### src/rtl/flcmd_pkg.sv
package flcmd_pkg;
  localparam int IDX_W = 6;

  localparam logic [IDX_W-1:0] IDX_EXEC  = 6'd0;
  localparam logic [IDX_W-1:0] IDX_TYPE  = 6'd1;
  localparam logic [IDX_W-1:0] IDX_CTRL  = 6'd2;
  localparam logic [IDX_W-1:0] IDX_ADDR  = 6'd3;
  localparam logic [IDX_W-1:0] IDX_BYTEN = 6'd4;
  localparam logic [IDX_W-1:0] IDX_WAIT  = 6'd5;
  localparam logic [IDX_W-1:0] IDX_PULSE = 6'd6;
  localparam logic [IDX_W-1:0] IDX_STAT  = 6'd7;
  localparam logic [IDX_W-1:0] IDX_PROT  = 6'd8;
  localparam logic [IDX_W-1:0] IDX_DATA0 = 6'd12;

  localparam logic [3:0] WAIT_RST = 4'd2;

  // bit 0 of the packed struct is the protect cause
  typedef struct packed {
    logic misc;
    logic invdata;
    logic mode;
    logic illaddr;
    logic verify;
    logic protect;
  } fail_t;
endpackage

### src/rtl/flcmd_ctrl.sv
module flcmd_ctrl
  import flcmd_pkg::*;
(
  input  logic        clk,
  input  logic        rst_n,
  input  logic        exec_wr,
  input  logic        exec_one,
  input  logic        seq_done,
  input  fail_t       seq_fail,
  output logic        busy,
  output logic        finish,
  output logic        start,
  output logic        complete,
  output logic [31:0] status
);
  logic  accept;
  logic  done_q, pass_q;
  fail_t fail_q;

  assign accept = exec_wr && exec_one && !busy;
  assign finish = busy && seq_done;

  always_ff @(posedge clk) begin
    if (!rst_n) begin
      busy     <= 1'b0;
      start    <= 1'b0;
      complete <= 1'b0;
      done_q   <= 1'b0;
      pass_q   <= 1'b0;
      fail_q   <= '0;
    end else begin
      start    <= accept;
      complete <= finish;
      if (accept) begin
        busy   <= 1'b1;
        done_q <= 1'b0;
        pass_q <= 1'b0;
        fail_q <= '0;
      end else if (finish) begin
        busy   <= 1'b0;
        done_q <= 1'b1;
        pass_q <= ~|seq_fail;
        fail_q <= seq_fail;
      end
    end
  end

  always_comb begin
    status     = '0;
    status[0]  = done_q;
    status[1]  = pass_q;
    status[2]  = busy;
    status[4]  = fail_q.protect;
    status[5]  = fail_q.verify;
    status[6]  = fail_q.illaddr;
    status[7]  = fail_q.mode;
    status[8]  = fail_q.invdata;
    status[12] = fail_q.misc;
  end
endmodule

### src/rtl/flcmd_regs.sv
module flcmd_regs
  import flcmd_pkg::*;
#(
  parameter int NUM_DATA = 4,
  parameter int BYTEN_W  = 16
) (
  input  logic                   clk,
  input  logic                   rst_n,
  input  logic                   wr_ok,
  input  logic [IDX_W-1:0]       wr_idx,
  input  logic [31:0]            wr_data,
  input  logic                   restore,
  output logic [2:0]             cmd,
  output logic [2:0]             size,
  output logic [31:0]            ctrl,
  output logic [31:0]            addr,
  output logic [BYTEN_W-1:0]     byten,
  output logic [3:0]             wait_st,
  output logic                   pl_glob,
  output logic                   pl_ers,
  output logic [7:0]             pl_val,
  output logic [31:0]            prot,
  output logic [NUM_DATA*32-1:0] data
);
  function automatic logic hit(input logic [IDX_W-1:0] idx);
    return wr_ok && (wr_idx == idx);
  endfunction

  always_ff @(posedge clk) begin
    if (!rst_n) begin
      cmd     <= '0;
      size    <= '0;
      ctrl    <= '0;
      addr    <= '0;
      byten   <= '0;
      wait_st <= WAIT_RST;
      pl_glob <= 1'b0;
      pl_ers  <= 1'b0;
      pl_val  <= '0;
      prot    <= '1;
    end else begin
      if (hit(IDX_TYPE)) begin
        cmd  <= wr_data[2:0];
        size <= wr_data[6:4];
      end
      if (hit(IDX_CTRL)) ctrl <= wr_data;
      if (hit(IDX_ADDR)) addr <= wr_data;
      if (hit(IDX_WAIT)) wait_st <= wr_data[3:0];
      if (hit(IDX_PULSE)) begin
        pl_glob <= wr_data[0];
        pl_ers  <= wr_data[1];
        pl_val  <= wr_data[11:4];
      end
      if (restore) begin
        byten <= '0;
        prot  <= '1;
      end else begin
        if (hit(IDX_BYTEN)) byten <= wr_data[BYTEN_W-1:0];
        if (hit(IDX_PROT))  prot  <= wr_data;
      end
    end
  end

  for (genvar i = 0; i < NUM_DATA; i++) begin : g_word
    localparam logic [IDX_W-1:0] MY_IDX = IDX_W'(int'(IDX_DATA0) + i);
    always_ff @(posedge clk) begin
      if (!rst_n || restore) data[i*32 +: 32] <= '1;
      else if (hit(MY_IDX))  data[i*32 +: 32] <= wr_data;
    end
  end
endmodule

### src/rtl/flcmd_limits.sv
module flcmd_limits #(
  parameter logic [11:0] DEF_PROG_MAX  = 12'd160,
  parameter logic [11:0] DEF_ERASE_MAX = 12'd2000
) (
  input  logic        pl_glob,
  input  logic        pl_ers,
  input  logic [7:0]  pl_val,
  output logic [11:0] prog_max,
  output logic [11:0] erase_max
);
  logic [11:0] ovr_val;
  assign ovr_val = {4'h0, pl_val};

  always_comb begin
    prog_max  = DEF_PROG_MAX;
    erase_max = DEF_ERASE_MAX;
    if (pl_glob) begin
      prog_max = ovr_val;
      if (!pl_ers) erase_max = ovr_val;
    end
  end
endmodule

### src/rtl/flcmd_regfile.sv
module flcmd_regfile
  import flcmd_pkg::*;
#(
  parameter int          NUM_DATA      = 4,
  parameter int          BYTEN_W       = 16,
  parameter logic [11:0] DEF_PROG_MAX  = 12'd160,
  parameter logic [11:0] DEF_ERASE_MAX = 12'd2000
) (
  input  logic                   clk,
  input  logic                   rst_n,
  input  logic                   wr_en,
  input  logic [5:0]             wr_idx,
  input  logic [31:0]            wr_data,
  input  logic [5:0]             rd_idx,
  output logic [31:0]            rd_data,
  output logic                   seq_start,
  output logic [2:0]             seq_cmd,
  output logic [2:0]             seq_size,
  output logic [31:0]            seq_ctrl,
  output logic [31:0]            seq_addr,
  output logic [BYTEN_W-1:0]     seq_byten,
  output logic [NUM_DATA*32-1:0] seq_data,
  output logic [31:0]            seq_prot,
  output logic [3:0]             seq_wait,
  output logic [11:0]            prog_max,
  output logic [11:0]            erase_max,
  input  logic                   seq_done,
  input  logic [5:0]             seq_fail,
  output logic                   done_irq
);
  logic        busy, finish;
  logic [31:0] status;
  logic        pl_glob, pl_ers;
  logic [7:0]  pl_val;

  flcmd_ctrl u_ctrl (
    .clk(clk), .rst_n(rst_n),
    .exec_wr(wr_en && (wr_idx == IDX_EXEC)), .exec_one(wr_data[0]),
    .seq_done(seq_done), .seq_fail(fail_t'(seq_fail)),
    .busy(busy), .finish(finish), .start(seq_start),
    .complete(done_irq), .status(status)
  );

  flcmd_regs #(.NUM_DATA(NUM_DATA), .BYTEN_W(BYTEN_W)) u_regs (
    .clk(clk), .rst_n(rst_n),
    .wr_ok(wr_en && !busy), .wr_idx(wr_idx), .wr_data(wr_data),
    .restore(finish),
    .cmd(seq_cmd), .size(seq_size), .ctrl(seq_ctrl), .addr(seq_addr),
    .byten(seq_byten), .wait_st(seq_wait),
    .pl_glob(pl_glob), .pl_ers(pl_ers), .pl_val(pl_val),
    .prot(seq_prot), .data(seq_data)
  );

  flcmd_limits #(.DEF_PROG_MAX(DEF_PROG_MAX), .DEF_ERASE_MAX(DEF_ERASE_MAX)) u_lim (
    .pl_glob(pl_glob), .pl_ers(pl_ers), .pl_val(pl_val),
    .prog_max(prog_max), .erase_max(erase_max)
  );

  always_comb begin
    rd_data = '0;
    case (rd_idx)
      IDX_EXEC:  rd_data = {31'b0, busy};
      IDX_TYPE:  rd_data = {25'b0, seq_size, 1'b0, seq_cmd};
      IDX_CTRL:  rd_data = seq_ctrl;
      IDX_ADDR:  rd_data = seq_addr;
      IDX_BYTEN: rd_data = 32'(seq_byten);
      IDX_WAIT:  rd_data = {28'b0, seq_wait};
      IDX_PULSE: rd_data = {20'b0, pl_val, 2'b0, pl_ers, pl_glob};
      IDX_STAT:  rd_data = status;
      IDX_PROT:  rd_data = seq_prot;
      default: begin
        for (int i = 0; i < NUM_DATA; i++)
          if (rd_idx == IDX_W'(int'(IDX_DATA0) + i)) rd_data = seq_data[i*32 +: 32];
      end
    endcase
  end
endmodule

### config.mk
export PLATFORM = sky130hd
export DESIGN_NAME = flcmd_regfile
export DESIGN_NICKNAME = d
export VERILOG_FILES = /design/src/rtl/flcmd_pkg.sv /design/src/rtl/flcmd_ctrl.sv /design/src/rtl/flcmd_regs.sv /design/src/rtl/flcmd_limits.sv /design/src/rtl/flcmd_regfile.sv
export SDC_FILE = /design/constraint.sdc
export NUM_CORES = 1
export LEC_CHECK = 0
export ABC_CLOCK_PERIOD_IN_PS = 2600
export BUFFER_PORTS_ARGS = -buffer_cell sky130_fd_sc_hd__buf_2
export CORE_ASPECT_RATIO = 0.6
export CORE_UTILIZATION = 52
export DETAILED_ROUTE_END_ITERATION = 8
export GPL_ROUTABILITY_DRIVEN = 0
export PLACE_DENSITY = 0.86
export SYNTH_ARGS = -nofsm -noshare
export SYNTH_HDL_FRONTEND = slang
export SYNTH_HIERARCHICAL = 1
export SYNTH_SLANG_ARGS = --single-unit
### constraint.sdc
create_clock -name clk -period 2.6 [get_ports clk]
set_input_delay 0.65 -clock clk [delete_from_list [all_inputs] [get_ports clk]]
set_output_delay 0.65 -clock clk [all_outputs]
set_load 0.03 [all_outputs]
== Word level (Yosys, flattened, before mapping) ==
Cells that the tools add are included.

* Register bits after elaboration: 271
* Input port bits: 54
* Word-level logic and storage cells: 85

* Bitwise gates (word level): 1
* Equal/unequal tests: 23
* Mux-type cells: 10
* Reductions and logical operators: 26

{| class="wikitable"
|+ Operator list
! kind !! number
|-
| $pmux W32 S9 || 1
|-
| $mux W32 || 4
|-
| $eq A6 B4 Y1 const B || 10
|-
| $eq A6 B3 Y1 const B || 7
|-
| $eq A6 B2 Y1 const B || 4
|-
| $logic_and A1 B1 Y1 || 16
|-
| $eq A6 B1 Y1 const B || 2
|-
| $logic_not A6 Y1 || 2
|-
| $mux W12 || 1
|-
| $mux W11 || 1
|-
| $mux W8 || 1
|-
| $reduce_or A6 Y1 || 1
|-
| $reduce_or A2 Y1 || 2
|-
| $logic_not A1 Y1 || 3
|-
| $mux W1 || 2
|-
| $reduce_bool A2 Y1 || 1
|-
| $logic_or A1 B1 Y1 || 1
|-
| $not A1 Y1 || 1
|}

== Logic depth before layout (Yosys ltp) ==
Gate-level depths: netlist of the first run.

* Depth in word-level cells: 6
* Gate-level depth with buffers: 8

== Modules after synthesis ==
The synthesis of the first run kept the hierarchy.

{| class="wikitable"
|+ Modules (own cells, without submodules)
! module !! instances !! area each (µm²) !! cells each !! sequential area each (µm²)
|-
| flcmd_regs || 1 || 9550.4 || 946 || 5205.0
|-
| flcmd_regfile || 1 || 2183.3 || 231 || 0.0
|-
| flcmd_ctrl || 1 || 584.3 || 72 || 220.2
|-
| flcmd_limits || 1 || 198.9 || 26 || 0.0
|}

== Worst setup path after synthesis of the first run ==
OpenSTA, ideal clock, no wires.

* Path type: input -> output
* Start: in rd_idx[0]
* End: out rd_data[3]
* Arrival: 2073 ps
* Data required time: 1950 ps
* Stages: 8
* Buffers on the path: 4
* Setup slack: -123 ps
* Cell sequence: buf_6 -> buf_6 -> buf_4 -> buf_4 -> mux2i_1 -> nor2_1 -> a21oi_1 -> o211ai_1

* Word-level cells in the longest chain between the ends: 6
* Elaborated cells between the ends (all ways): 18
* Classes of those cells: 12 x eq/ne; 5 x mux; 1 x reduce/logical

{| class="wikitable"
|+ Ends and longest elaborated chain
! item !! RTL line !! source
|-
| from (decl) || flcmd_regfile.sv:14 || <nowiki>input logic [5:0] rd_idx,</nowiki>
|-
| $eq A6 B4 Y1 || flcmd_regfile.sv:73 || <nowiki>if (rd_idx == IDX_W'(int'(IDX_DATA0) + i)) rd_data = seq_data[i*32 +: 32];</nowiki>
|-
| $mux W32 (4 in series) || flcmd_regfile.sv:73 ||
|-
| $pmux W32 S9 (*) || flcmd_regfile.sv:61 || <nowiki>case (rd_idx)</nowiki>
|-
| to (decl) || flcmd_regfile.sv:15 || <nowiki>output logic [31:0] rd_data,</nowiki>
|}

Every way passes the cells marked *; elsewhere a longest branch is shown, timed or not.

== Worst setup path in the final report of the first run ==
* Start: in rd_idx[3]
* End: out rd_data[10]

Same word-level chain as after synthesis.

==> key figures, run 1 <==
Status
  • Outcome: complete, but fails checks
  • Violated checks: negative setup slack

Power
  • Combinational Power Share: 8.5%
  • Switching portion of total power: between 20% and 30%
  • Static leakage: between 7 and 8 nW
  • Clk pwr share: around 45%
  • Power Dens Cells: 541 mW/mm²
  • VDD IR max: between 0.5 and 0.6 mV
  • P_int: about 6.7 mW
  • Psw: approximately 2.2 mW
  • Final Power: a little under 9 mW
  • Register share of total power: ~47%

STA
  • RSZ-0062 raised after global routing: true
  • Max-slew headroom: 50.2%
  • Fin crit period: 2740 ps
  • Least-Margin Pin Slew: roughly 750 ps
  • Pins Over Slew Limit: 0
  • Worst Skew: around 16 ps
  • # setup viols final: 32
  • Min Hold Slack: about 360 ps
  • Final count of hold timing violations: 0
  • Tcrit/Tclk final: 105%
  • Achievable Freq: ~370 MHz
  • Slack of the critical path: -139 ps

Worst setup path
  • Startpoint Class: input pin
  • CP endpoint kind: output pin
  • Flop2flop setup slack: around 740 ps
  • Worst reg2reg startpoint: u_ctrl/busy$_SDFFE_PN0P_
  • Critical path class: in -> out
  • Required time of the critical path: ~2000 ps
  • Critical Path Start: rd_idx[3]
  • R2R cell count: 5
  • Slowest CP cell: a22oi_1
  • CP cell instances: buf_4 -> nor2b_2 -> buf_4 -> a22oi_1 -> o22ai_2 -> a211o_1 -> buf_6
  • CP arrival: about 2100 ps
  • Worst r2r dst: u_regs/prot[9]$_SDFFE_PP1P_
  • Worst Path Max Fanout: 9
  • CP most frequent cell: buf_4
  • CP bufs+invs: 3
  • CP top delay family: compound AO/OA/AOI/OAI gates
  • Slowest stage delay, CP: 360 ps

CTS
  • Clock sinks: 271
  • Clock slew at the register clock pins of the worst setup and hold paths: ~60 ps
  • Worst-Skew Late Latency: approximately 560 ps
  • Clock root buffer: clkbuf_16
  • Buffer depth of the longest clock path: 3
  • CTS tree: built
  • CTS Buf Count: 27
  • Number of hold buffers added after CTS: 0
  • H-tree levels: 1

Global route
  • Vias in the first global route: 11300
  • First-pass GRT wire length: about 67000 µm
  • Initial antenna violation count: 0
  • Largest net degree at the start of global routing: 96
  • Total GRT Usage: 35.7%
  • Total grt overflow: 0

Logic synthesis
  • Post-synth cell types: 54
  • Warnings from Yosys: 6
  • Part of the Yosys area used for sequential elements: about 43%
  • Dominant cells by area after synthesis: dfxtp_1 (43%), mux2i_1 (22%), nor2_1 (6.1%)
  • Post-Syn Instances: 1275
  • Syn avg cell area: 9.82 µm²
  • Most frequent cell after synthesis: dfxtp_1
  • Synth area leader: dfxtp_1
  • Asr flop ratio synth: 0%
  • Mapped cell area: roughly 0.013 mm²
  • Number of synthesized register bits: roughly 270
  • Top-area cell type share of the netlist area: between 40% and 50%
  • Top cells by instance count after synthesis: dfxtp_1 (271), mux2i_1 (270), nor2_1 (204)
  • Post-synth EDFFs: 0
  • Predominant post-synthesis flop cell: dfxtp_1

Detailed routing
  • Post-route DRC: 0
  • Vias: roughly 12000
  • Via density: ~6.0
  • Initial DRC Count: 1316
  • Routed Antenna Nets: 0
  • Routed WL per cell: between 20 and 25 µm
  • Final wirelength: about 46000 µm
  • DRT Pass-1 Iters: 5

Finish
  • Final Net Count: between 1500 and 2000
  • Post-Layout Cell Count: between 1500 and 2000
  • Inserted Diodes: 0
  • Layout area overhead: 31.6%
  • Share of cells above drive strength 1: between 30 and 40%
  • Final core utilization: a little over two thirds

Floorplanning
  • Rows: 43
  • Die height: 122 µm
  • Die W: 202 µm
  • Initial cell density of the core: a little over half
  • Full die area: ~0.025 mm²
  • # IOs: roughly 360
  • Core area: between 0.02 and 0.025 mm²

Min path
  • HP Start: seq_fail[4]
  • Endpoint with the worst hold slack: u_ctrl/status[8]$_SDFFE_PP0P_
  • Hold Crit Depth: 3
  • HP Class: in -> reg

Placed design
  • DP Cell Count: approximately 1900
  • PortBufs: roughly 360
  • Post-detail-place hpwl: roughly 32000 µm

Run
  • MaxCap Viol Count: 0
## placed cells by master, fill, tap and decap left out, types with 4 or more instances in the layout
master     synthesis  final
a22o_1            13     12
conb_1             2     28
a211o_1            6      4
and3b_2            4      4
buf_2             30    318
buf_4             40     55
nor2_1           204    203
buf_8              0      4
or2b_1             4      4
and2_1             7      6
nand2_2            2     21
a22oi_1           41     25
buf_12             0     21
nand2_1          193    172
a21oi_1            9      9
a22oi_2            0     16
nand3_2            0      6
clkbuf_16          0     27
mux2i_1          270    269
nand3_1           10      4
clkbuf_1          44      6
mux4_2            32     32
buf_6             10     46
a222oi_1          16     16
clkbuf_8           0      8
dfxtp_1          271    269
or3b_1             4      4
mux2_2             8      7
nor2b_2            1      4
## worst max-delay path by stage
stage	endpoint	depth (start not counted)
final	rd_data[10]	7
after CTS	rd_data[1]	7
after global routing	rd_data[2]	9
after detailed placement	rd_data[29]	7
after global placement	rd_data[2]	6
after floorplan	rd_data[3]	8
## flip-flops by register name (all words and copies together) (netlist names), 3 cells and up
name            flops
u_regs/ctrl        32
u_regs/prot        32
u_regs/wait_st      4
u_regs/cmd          3
u_regs/pl_val       8
u_regs/byten       16
u_regs/size         3
u_regs/addr        32
u_ctrl/status       6
u_regs/data       128
## power by group through the flow
| stage | Sequential, mW | Combinational (mW) | Clock (mW) |
|---|---|---|---|
| final | 4.18 | 0.756 | 3.97 |
| after detailed placement | 4.28 | 0.658 | 0 |
| after global routing | 4.18 | 0.784 | 4.16 |
| after floorplan | 4.30 | 0.400 | 0 |
| after global placement | 4.28 | 0.644 | 0 |
| after CTS | 4.18 | 0.723 | 3.99 |
## stage by stage
stage / setup WS (ps) / cell area, µm² / setup TNS, ps
final: -139 / 16500 / -2300
after global routing: -169 / 16500 / -3470
after CTS: -122 / 16400 / -1950
after detailed placement: -252 / 14900 / -6450
after global placement: -220 / 14900 / -5530
after floorplan: -33.4 / 12700 / -210
## final cells by class
cell class / count / area [µm²]
flip-flops and latches: 271 / 5430
clock inverters: 8 / 81.3
multi-input cells: 899 / 6720
clock buffers: 41 / 808
well taps: 315 / 394
fillers: 1673 / 6870
inverters: 3 / 12.5
repair buffers: 445 / 3030
## kinds of logic (layout without fill, tap and decap cells)
| family | after synthesis | count (layout) | synth area share [%] |
|---|---|---|---|
| AND/OR/NAND/NOR | 463 | 463 | 16.3 |
| multiplexers | 310 | 310 | 28.1 |
| flip-flops | 271 | 271 | 43.3 |
| buffers and inverters | 131 | 497 | 6.06 |
| AO/OA/AOI/OAI | 98 | 98 | 6.21 |
| other | 2 | 28 | 0.0600 |
## metal layers
layer  part of all wire [%]  global-route usage (%)
met5                      0                       0
met4                    3.5                    12.9
met3                     13                    12.3
met2                     42                    52.7
met1                     41                    48.2
## worst reg2reg max path, delay by kind of cell (launching register included)
family        cells  cell delay [ps]
buf+inv           1              280
mux               1              260
flops             1              370
simple gates      3              880
## repair_timing
| item | in CTS | in global routing |
|---|---|---|
| pin swaps | 29 | 20 |
| resized for setup | 124 | 19 |
| setup endpoints to repair | 32 | 32 |
| buffers inserted | 13 | 1 |
| cloned | 2 | 0 |
No activity file was read; power rests on OpenSTA's default activity.
==> inputs of run 2 (changes only) <==
==> constraint.sdc (replaced) <==
create_clock -name clk -period 2.6 [get_ports clk]
set_input_delay 0.65 -clock clk [delete_from_list [all_inputs] [get_ports clk]]
set_output_delay 0.65 -clock clk [all_outputs]
set_load 0.02 [all_outputs]
==> key figures, run 2 (synthesis results as in run 1) <==
Worst setup path
  • CP arrival: 2070 ps
  • Worst r2r dst: u_regs/prot[26]$_SDFFE_PP1P_
  • Startpoint Class: input pin
  • R2R cell count: 5
  • Worst Path Max Fanout: 7
  • Critical Path Start: rd_idx[0]
  • Worst reg2reg startpoint: u_ctrl/busy$_SDFFE_PN0P_
  • CP Capture Point: rd_data[17]
  • Required time of the critical path: roughly 2000 ps
  • Critical path class: in -> out
  • CP endpoint kind: output pin
  • Flop2flop setup slack: 400 ps

Floorplanning
  • Full die area: between 0.02 and 0.025 mm²
  • Rows: between 40 and 50
  • Die W: about 200 µm
  • Initial cell density of the core: a little over half
  • Core area: around 0.023 mm²
  • Die height: around 120 µm
  • # IOs: ~360

CTS
  • Clock slew at the register clock pins of the worst setup and hold paths: ~70 ps
  • CTS Buf Count: 25
  • H-tree levels: 1
  • CTS tree: built
  • Clock root buffer: clkbuf_16
  • Buffer depth of the longest clock path: 3
  • Clock sinks: 271
  • Number of hold buffers added after CTS: 0
  • Worst-Skew Late Latency: 540 ps

Detailed routing
  • DRT Pass-1 Iters: 7
  • Final wirelength: 48000 µm
  • Initial DRC Count: around 1700
  • Vias: between 10000 and 15000
  • Post-route DRC: 0
  • Routed WL per cell: between 20 and 25 µm
  • Routed Antenna Nets: 0
  • Via density: ~6

Finish
  • Commonest non-fill, non-tap cells in the layout: buf_2 (318), mux2i_1 (270), dfxtp_1 (263)
  • Share of cells above drive strength 1: about 37%
  • Layout area overhead: 31.7%
  • Register area: ~0.0054 mm²
  • Inserted Diodes: 0
  • Fill cells: roughly 1700
  • Final Net Count: approximately 1700
  • Commonest non-fill, non-tap cell in the layout: buf_2
  • Top reg by flops: u_regs/data
  • Final core utilization: 70.6%
  • Multi-input gate area: around 0.0067 mm²
  • Number of flip-flops under the largest register name: between 100 and 150

Power
  • Static leakage: ~8 nW
  • Power Dens Cells: roughly 530 mW/mm²
  • Switching portion of total power: 24.6%
  • P_int: ~6.6 mW
  • Psw: ~2.2 mW
  • Clk pwr share: ~44%
  • VDD IR max: 0.389 mV
  • Register share of total power: roughly 48%
  • Combinational Power Share: under 10%

STA
  • Min Hold Slack: 397 ps
  • # setup viols final: 21
  • Achievable Freq: approximately 370 MHz
  • Fin crit period: between 2000 and 3000 ps
  • Tcrit/Tclk final: 105%
  • Pins Over Slew Limit: 0
  • Slack of the critical path: -117 ps
  • Max-slew headroom: roughly 55%
  • RSZ-0062 raised after global routing: true
  • Worst Skew: approximately 14 ps
  • Least-Margin Pin Slew: between 600 and 700 ps
  • Final count of hold timing violations: 0

Min path
  • HP Class: in -> reg
  • Hold Crit Depth: 3

Global route
  • Largest net degree at the start of global routing: 86
  • First-pass GRT wire length: ~69000 µm
  • Initial antenna violation count: 0
  • Total grt overflow: 0
  • Vias in the first global route: ~11000
  • Total GRT Usage: roughly 37%

Placed design
  • Post-detail-place hpwl: 33000 µm
  • PortBufs: roughly 360

Status
  • Violated checks: negative setup slack
  • Outcome: complete, but fails checks

Run
  • MaxCap Viol Count: 0
[run 2: how the worst min path moves through the flow]
stage                                        startpoint                              to  slack [ps]
after floorplan           u_ctrl/status[7]$_SDFFE_PP0P_   u_ctrl/status[7]$_SDFFE_PP0P_         440
after global placement    u_ctrl/status[5]$_SDFFE_PP0P_   u_ctrl/status[5]$_SDFFE_PP0P_         440
after detailed placement  u_ctrl/status[4]$_SDFFE_PP0P_   u_ctrl/status[4]$_SDFFE_PP0P_         450
after CTS                                   seq_fail[1]   u_ctrl/status[5]$_SDFFE_PP0P_         370
after global routing                        seq_fail[5]  u_ctrl/status[12]$_SDFFE_PP0P_         380
final                                        wr_data[7]    u_regs/byten[7]$_SDFFE_PP0P_         400
[run 2: critical path: stages]
cell and delay (ps):
buf_16 130, and2_4 160, and2_4 140, buf_6 130, a222oi_1 510, nand2_2 160
buf_6 160
[run 2: repair_timing]
item,4_1_cts,5_1_grt
endpoints found under the setup margin,32,32
setup buffers,9,10
pin swaps,31,36
cloned,4,0
resized for setup,126,61
[run 2: final cells by class]
cell class / count / area share [%]
sequential: 271 / 33.0
clock buffer: 31 / 4.05
clock inverter: 14 / 0.964
tap: 315 / 2.39
multi-input combinational: 899 / 40.8
timing repair buffer: 448 / 18.7
inverter: 3 / 0.0759
[run 2: power by group through the flow]
stage | logic (mW) | clock network, mW | registers [mW]
after floorplan | 0.370 | 0 | 4.29
after global placement | 0.593 | 0 | 4.28
after detailed placement | 0.607 | 0 | 4.28
after CTS | 0.692 | 3.81 | 4.18
after global routing | 0.770 | 4.01 | 4.18
final | 0.743 | 3.81 | 4.18
[run 2: routing by layer]
metal	vias to the layer above	global-route usage, %	wire (µm)	part of all wire (%)
met3	147	9.23	6390	13
li1	5136	-	-	-
met1	5850	52.8	19600	41
met5	-	0	0	0
met2	898	53.7	20400	42
met4	0	10.3	1570	3.3
[run 2: per-stage QoR]
stage	cells	power, mW	worst slack, ps	TNS (ps)	cell area, µm²
after floorplan	1301	4.66	3.51	0	12600
after global placement	1917	4.87	-235	-5120	14800
after detailed placement	1917	4.88	-260	-5970	14800
after CTS	1972	8.68	-112	-1400	16200
after global routing	1981	8.96	-150	-1730	16500
final	1981	8.74	-117	-1010	16500
==> inputs of run 3 (changes only) <==
--- a/config.mk
+++ b/config.mk
@@ -7,11 +7,13 @@
 export LEC_CHECK = 0
 export ABC_CLOCK_PERIOD_IN_PS = 2600
 export BUFFER_PORTS_ARGS = -buffer_cell sky130_fd_sc_hd__buf_2
+export CELL_PAD_IN_SITES_DETAIL_PLACEMENT = 1
+export CELL_PAD_IN_SITES_GLOBAL_PLACEMENT = 2
 export CORE_ASPECT_RATIO = 0.6
-export CORE_UTILIZATION = 52
+export CORE_UTILIZATION = 31
 export DETAILED_ROUTE_END_ITERATION = 8
 export GPL_ROUTABILITY_DRIVEN = 0
-export PLACE_DENSITY = 0.86
+export PLACE_DENSITY = 0.85
 export SYNTH_ARGS = -nofsm -noshare
 export SYNTH_HDL_FRONTEND = slang
 export SYNTH_HIERARCHICAL = 1
==> key figures, run 3 (synthesis results as in run 1) <==
Worst setup path
  • Slowest stage delay, CP: 340 ps
  • Worst Path Max Fanout: 6
  • CP endpoint kind: output pin
  • Critical path class: in -> out
  • CP top delay family: simple AND/OR/NAND/NOR gates
  • Required time of the critical path: 1950 ps
  • CP arrival: between 2000 and 2500 ps
  • Startpoint Class: input pin
  • CP most frequent cell: buf_12
  • CP bufs+invs: 5
  • CP cell instances: buf_8 -> buf_12 -> nor4_4 -> and3_4 -> buf_4 -> buf_12 -> a222oi_1 -> nand2_1 -> buf_6
  • Slowest CP cell: nor4_4

STA
  • Pins Over Slew Limit: 0
  • RSZ-0062 raised after global routing: true
  • Worst Skew: between 30 and 40 ps
  • Tcrit/Tclk final: 106%
  • Least-Margin Pin Slew: 554 ps
  • Min Hold Slack: roughly 320 ps
  • Fin crit period: between 2000 and 3000 ps
  • Final count of hold timing violations: 0
  • Slack of the critical path: -148 ps
  • Max-slew headroom: between 60 and 70%
  • # setup viols final: 32
  • Achievable Freq: 364 MHz

Power
  • Psw: ~2.4 mW
  • Final Power: roughly 9.2 mW
  • Clk pwr share: a little under half
  • Power Dens Cells: 539 mW/mm²
  • Combinational Power Share: around 8.5%
  • P_int: ~6.8 mW
  • VDD IR max: between 0.4 and 0.5 mV
  • Switching portion of total power: between 20 and 30%
  • Register share of total power: 45.6%
  • Static leakage: a little under 8 nW

Status
  • Violated checks: negative setup slack
  • Outcome: complete, but fails checks

Global route
  • Largest net degree at the start of global routing: a little under 90
  • First-pass GRT wire length: between 70000 and 80000 µm
  • Met2 usage: between 30% and 40%
  • GR Util met1: 35.8%
  • Met3 usage in global routing: 5.88%
  • Initial antenna violation count: 1
  • Vias in the first global route: ~12000
  • Total GRT Usage: 25.4%
  • Top Usage Layer GRT: met2
  • Total grt overflow: 0

CTS
  • Number of hold buffers added after CTS: 0
  • Worst-Skew Late Latency: ~580 ps
  • CTS Buf Count: 29
  • Buffer depth of the longest clock path: 3
  • CTS tree: built
  • Clock sinks: around 270
  • Clock root buffer: clkbuf_16
  • Clock slew at the register clock pins of the worst setup and hold paths: 70 ps
  • H-tree levels: 1

Finish
  • Fill cells: 4520
  • Layout area overhead: 35.9%
  • Final Net Count: 1726
  • Top reg by flops: u_regs/data
  • Commonest non-fill, non-tap cells in the layout: buf_2 (320), mux2i_1 (269), dfxtp_1 (256)
  • Number of flip-flops under the largest register name: 128
  • Share of cells above drive strength 1: between 30% and 40%
  • Commonest non-fill, non-tap cell in the layout: buf_2

Floorplanning
  • # IOs: around 360
  • Die W: between 200 and 300 µm
  • Initial cell density of the core: a little under a third
  • Core area: ~0.04 mm²
  • Rows: 56
  • Full die area: roughly 0.041 mm²
  • Die height: 158 µm

Placed design
  • Post-detail-place hpwl: 39700 µm
  • Pre-CTS setup slack: -432 ps
  • PortBufs: 356

Detailed routing
  • Via density: ~5.2
  • DRT Pass-1 Iters: 5
  • Initial DRC Count: between 800 and 900
  • Vias: about 12000
  • Routed WL per cell: between 20 and 25 µm
  • Final wirelength: 54200 µm
  • Post-route DRC: 0
  • Routed Antenna Nets: 0

Run
  • MaxCap Viol Count: 0

Min path
  • HP Class: in -> reg
-- run 3: cell types whose count changed in the layout (fill, tap and decap cells not counted), moves of 4 or more --
cell	previous run	this run
buf_12	14	20
dfxtp_1	263	256
buf_4	50	75
clkbuf_16	25	29
a22oi_2	26	21
a22oi_1	15	20
dfxtp_2	8	14
buf_6	54	42
-- run 3: cell type report --
cell class              instances  area (µm²)  share of cell area (%)
diodes                          1        2.50                  0.0147
clock inverters                16         151                   0.890
flip-flops and latches        271        5450                    32.0
repair buffers                468        3240                    19.0
multi-input cells             899        6740                    39.6
inverters                       3        12.5                  0.0735
well taps                     522         653                    3.84
clock buffers                  34         774                    4.55
-- run 3: routing by layer --
metal  share of wire (%)  vias up
met3                 7.0       75
met2                  44      408
met5                   0        -
met1                  47     5892
met4                 2.2        0
li1                    -     5199
-- run 3: worst min-delay path, delay by kind of cell --
| kind | cells | cell delay (ps) |
|---|---|---|
| buffers and inverters | 1 | 110 |
| AO/OA/AOI/OAI | 1 | 50 |
| AND/OR/NAND/NOR | 1 | 50 |
-- run 3: power by group through the flow --
stage	sequential [mW]	combinational, mW	clock (mW)
after global placement	4.28	0.650	0
after detailed placement	4.28	0.666	0
final	4.18	0.780	4.20
after global routing	4.18	0.820	4.44
after CTS	4.18	0.754	4.26
after floorplan	4.29	0.370	0
-- run 3: repair_timing --
| item | 4_1_cts | 5_1_grt |
|---|---|---|
| cloned | 3 | 0 |
| setup buffers | 16 | 4 |
| gates resized for setup | 146 | 32 |
| endpoints found under the setup margin | 32 | 32 |
| pin swaps | 37 | 29 |
-- run 3: path summary, 6_finish.rpt --
path | end | cells after the start | startpoint | slack [ps]
setup / recovery | rd_data[16] | 9 | rd_idx[3] | -150
hold / removal | u_ctrl/status[12]$_SDFFE_PP0P_ | 3 | seq_fail[5] | 320
setup reg to reg | u_regs/prot[0]$_SDFFE_PP1P_ | 5 | u_ctrl/busy$_SDFFE_PN0P_ | 720
hold reg to reg | u_ctrl/status[4]$_SDFFE_PP0P_ | 2 | u_ctrl/status[4]$_SDFFE_PP0P_ | 460
-- run 3: through the flow --
| stage | cells | TNS, ps | instance area, µm² | utilization [%] |
|---|---|---|---|---|
| finish | 2214 | -3190 | 17000 | 43.1 |
| global route | 2214 | -4570 | 17000 | 43.1 |
| CTS | 2210 | -2350 | 16900 | 42.8 |
| detailed placement | 2143 | -8530 | 15200 | 38.7 |
| global placement | 2143 | -7620 | 15200 | 38.7 |
| floorplan | 1301 | 0 | 12600 | - |
